$ cat src/rtl/pipe_interlock.sv
module pipe_interlock #(
  parameter int OP_W = 6,
  parameter int RA_W = 5,
  parameter logic [OP_W-1:0] OP_LOAD  = 6'h20,
  parameter logic [OP_W-1:0] OP_STORE = 6'h28
) (
  input  logic [OP_W-1:0] fd_op,
  input  logic [RA_W-1:0] fd_rs1,
  input  logic [RA_W-1:0] fd_rs2,
  input  logic [OP_W-1:0] dx_op,
  input  logic [RA_W-1:0] dx_rd,
  input  logic            br_taken,
  output logic            pc_we,
  output logic            fd_we,
  output logic            dx_bubble,
  output logic            fd_flush,
  output logic            pc_redirect
);

  logic dx_load, dest_live, hit_a, hit_b, load_use;

  assign dx_load   = (dx_op == OP_LOAD);
  assign dest_live = (dx_rd != '0);
  assign hit_a     = (fd_rs1 == dx_rd);
  assign hit_b     = (fd_rs2 == dx_rd) && (fd_op != OP_STORE);
  assign load_use  = dx_load && dest_live && (hit_a || hit_b);

  assign fd_flush    = br_taken;
  assign pc_redirect = br_taken;
  assign dx_bubble   = br_taken || load_use;
  assign pc_we       = br_taken || !load_use;
  assign fd_we       = br_taken || !load_use;

  always_comb begin
    if (!br_taken && dx_op == OP_LOAD && dx_rd != '0 && dx_rd == fd_rs1)
      AST_LOAD_SRC1_STALL: assert (!pc_we && !fd_we && dx_bubble && !fd_flush) else $error("load-use stall missing");
    if (!br_taken && fd_op == OP_STORE && dx_rd != fd_rs1)
      AST_STORE_DATA_EXEMPT: assert (pc_we && fd_we && !dx_bubble) else $error("store data stalled");
    if (!br_taken && dx_rd == '0)
      AST_ZERO_DEST_FREE: assert (pc_we && fd_we && !dx_bubble) else $error("r0 caused stall");
    if (!br_taken && dx_op != OP_LOAD)
      AST_NONLOAD_FREE: assert (pc_we && fd_we && !dx_bubble) else $error("non-load stalled");
    if (br_taken)
      AST_FLUSH_WINS: assert (fd_flush && dx_bubble && pc_redirect && pc_we && fd_we) else $error("flush pattern wrong");
  end

endmodule

$ cat config.mk
export PLATFORM = sky130hd
export DESIGN_NAME = pipe_interlock
export DESIGN_NICKNAME = d
export VERILOG_FILES = /design/src/rtl/pipe_interlock.sv
export SDC_FILE = /design/constraint.sdc
export NUM_CORES = 1
export LEC_CHECK = 0
export BUFFER_PORTS_ARGS = -buffer_cell sky130_fd_sc_hd__buf_4
export CORE_AREA = 2 2 39 41
export DETAILED_ROUTE_END_ITERATION = 8
export DIE_AREA = 0 0 41 43
export MAX_ROUTING_LAYER = met4
export PLACE_DENSITY = 0.49
export SLEW_MARGIN = 20
export SYNTH_ARGS = -nofsm -noshare
export SYNTH_HDL_FRONTEND = slang
export SYNTH_SLANG_ARGS = --single-unit
$ cat constraint.sdc
create_clock -name vclk -period 1.69
set_clock_uncertainty 0.2 [all_clocks]
set_input_delay 0.338 -clock vclk [all_inputs]
set_output_delay 0.338 -clock vclk [all_outputs]
set_load 0.01 [all_outputs]
==> reports/results.tsv <==
metric	value	unit
fraction of synthesized cell area in xor and xnor cells	0.429	
vias per cell	4.05	
RSZ-0062 raised after global routing	true	
GPL Wtd Cong	0.734	
hold path endpoint	fd_flush	
failing checks	negative setup slack	
Startpoint Class	input pin	
leading area contributor after synthesis	xor2_1	
first-pass GRT wire length	924	um
grt total ovfl	0	
max-slew violations	0	
FFs & Latches	0	
Placement Cell Area	462	sq um
Synth cell types	12	
wirelength, routed	653	um
# clk buffers	0	
critical path endpoint category	output port	
antenna-violating nets left	0	
vias post-DR	296	
Core ar.	1380	sq um
CTS Hold Buffers Added	0	
Hold Crit Start	br_taken	
Crit Path Category	in -> out	
Leakage	0.260	nW
TritonRoute pass-1 iters	1	
hold-critical path depth	2	
Power Density	210	nW/um^2
post-CTS setup buffers	0	
non-filler cells, final	73	
register area	0	sq um
Ports	33	
Post-Syn Area	204	sq um
vias in the first global route	274	
post-synthesis cell count	26	
largest net degree at the start of global routing	5	
Max FO, Critical Path	3	
minimum clock period	1.95	ns
post-DP HPWL	592	um
Worst EP required	1.15	ns
Min-Delay Path Class	in -> out	
fmax	514	MHz
Port Buffer Count	33	
gr usage total	0.0727	
top-count cell post-synth	xor2_1	
worst-margin pin slew	0.233	ns
setup violators final	3	
Max-Cap Viols	0	
DRC viols	0	
worst rel slew slack	0.844	
worst setup margin	-0.257	ns
Iter 0 DRT Violations	0	
Peak VDD IR	74.5	uV
Synth Area in Compound Gates	0.196	
# rows	14	
top cell type's share of synthesized area	0.429	
Inst Count DP	73	
Routed wire per std cell	8.95	um
final net count	87	
Final Hold Vio Count	0	
DIE AREA	1760	sq um
syn avg cell area	7.84	sq um
crit share post-route	1.15	
Post-synth top cells	xor2_1, buf_4, nor2_1	
Synth-to-Final Area Change	170	%
syn nets	54	
proportion of layout cells with a drive suffix above 1	0.754	
Worst EP arrival	1.41	ns
initial antenna violation count	0	
Die H	43	um
Synth Area in Simple Gates	0.264	
Synth Warn #	0	
largest family of logic cells by synthesized area	XOR/XNOR gates	
sequential area share after synthesis	0	
fin area	551	sq um
most area-consuming cells after synthesis	xor2_1, buf_4, a211oi_2	
mux cell area share after synthesis	0	
Synth Area in Adders	0	
n_diodes	0	
Die W	41	um
Initial Util	0.147	
status	finished, violations left	
[critical path, stage by stage]
cell	delay (ns)
buf_6	0.10
xor2_1	0.14
a211oi_2	0.21
a22oi_2	0.11
or3_4	0.38
buf_6	0.13
[worst max-delay path by stage]
stage             start     to  slack, ns  cells past startpoint
2_1_floorplan  fd_op[5]  pc_we      -0.17                      5
3_3_place_gp   dx_rd[3]  fd_we      -0.32                      7
3_5_place_dp   dx_rd[1]  fd_we      -0.33                      6
4_1_cts        fd_op[3]  fd_we      -0.31                      6
5_1_grt        dx_rd[0]  fd_we      -0.30                      6
6_report       dx_rd[0]  fd_we      -0.26                      6
[where the power goes]
part	internal (mW)	total, mW	switching, mW
clock network	0	0	0
logic	0.0771	0.115	0.0383
registers	0	0	0
total	0.0771	0.115	0.0383
[area by class of cell]
type / count / area, sq um
Timing Repair Buffer: 34 / 304
Tap cell: 16 / 20.0
Fill cell: 156 / 833
Multi-Input combinational cell: 23 / 226
[cells in the final DEF, fill, tap and decap left out, drive strengths merged]
cell    instances
buf            34
nor4b           1
a22oi           1
or4             1
nor4bb          1
a211oi          1
nor2            3
o21bai          1
xor2           10
or3             1
nor3            2
o211ai          1
[stage by stage]
step                      total power, mW  hold WS [ns]   util  worst slack (ns)  setup TNS [ns]
after floorplan                    0.0330         0.568      -            -0.168          -0.190
final                               0.115         0.683  0.398            -0.257          -0.726
after global routing                0.123         0.687  0.398            -0.303          -0.851
after detailed placement           0.0970         0.683  0.334            -0.327          -0.919
after global placement             0.0960         0.682  0.334            -0.322          -0.910
after CTS                           0.108         0.683  0.374            -0.307          -0.854
[kinds of logic after synthesis]
group / Yosys count
AO/OA/AOI/OAI: 4
XOR/XNOR: 10
buffers and inverters: 3
AND/OR/NAND/NOR: 9
[repair_timing]
action,4_1_cts,5_1_grt
endpoints found under the setup margin,3,3
gates resized for setup,13,7
pin swaps,12,7
[routing by layer]
layer  track usage  part of all wire
met5             -                 0
met4             0                 0
met3             0              0.12
met2         0.150              0.57
met1        0.0728              0.30
No activity file was read; power rests on OpenSTA's default activity.
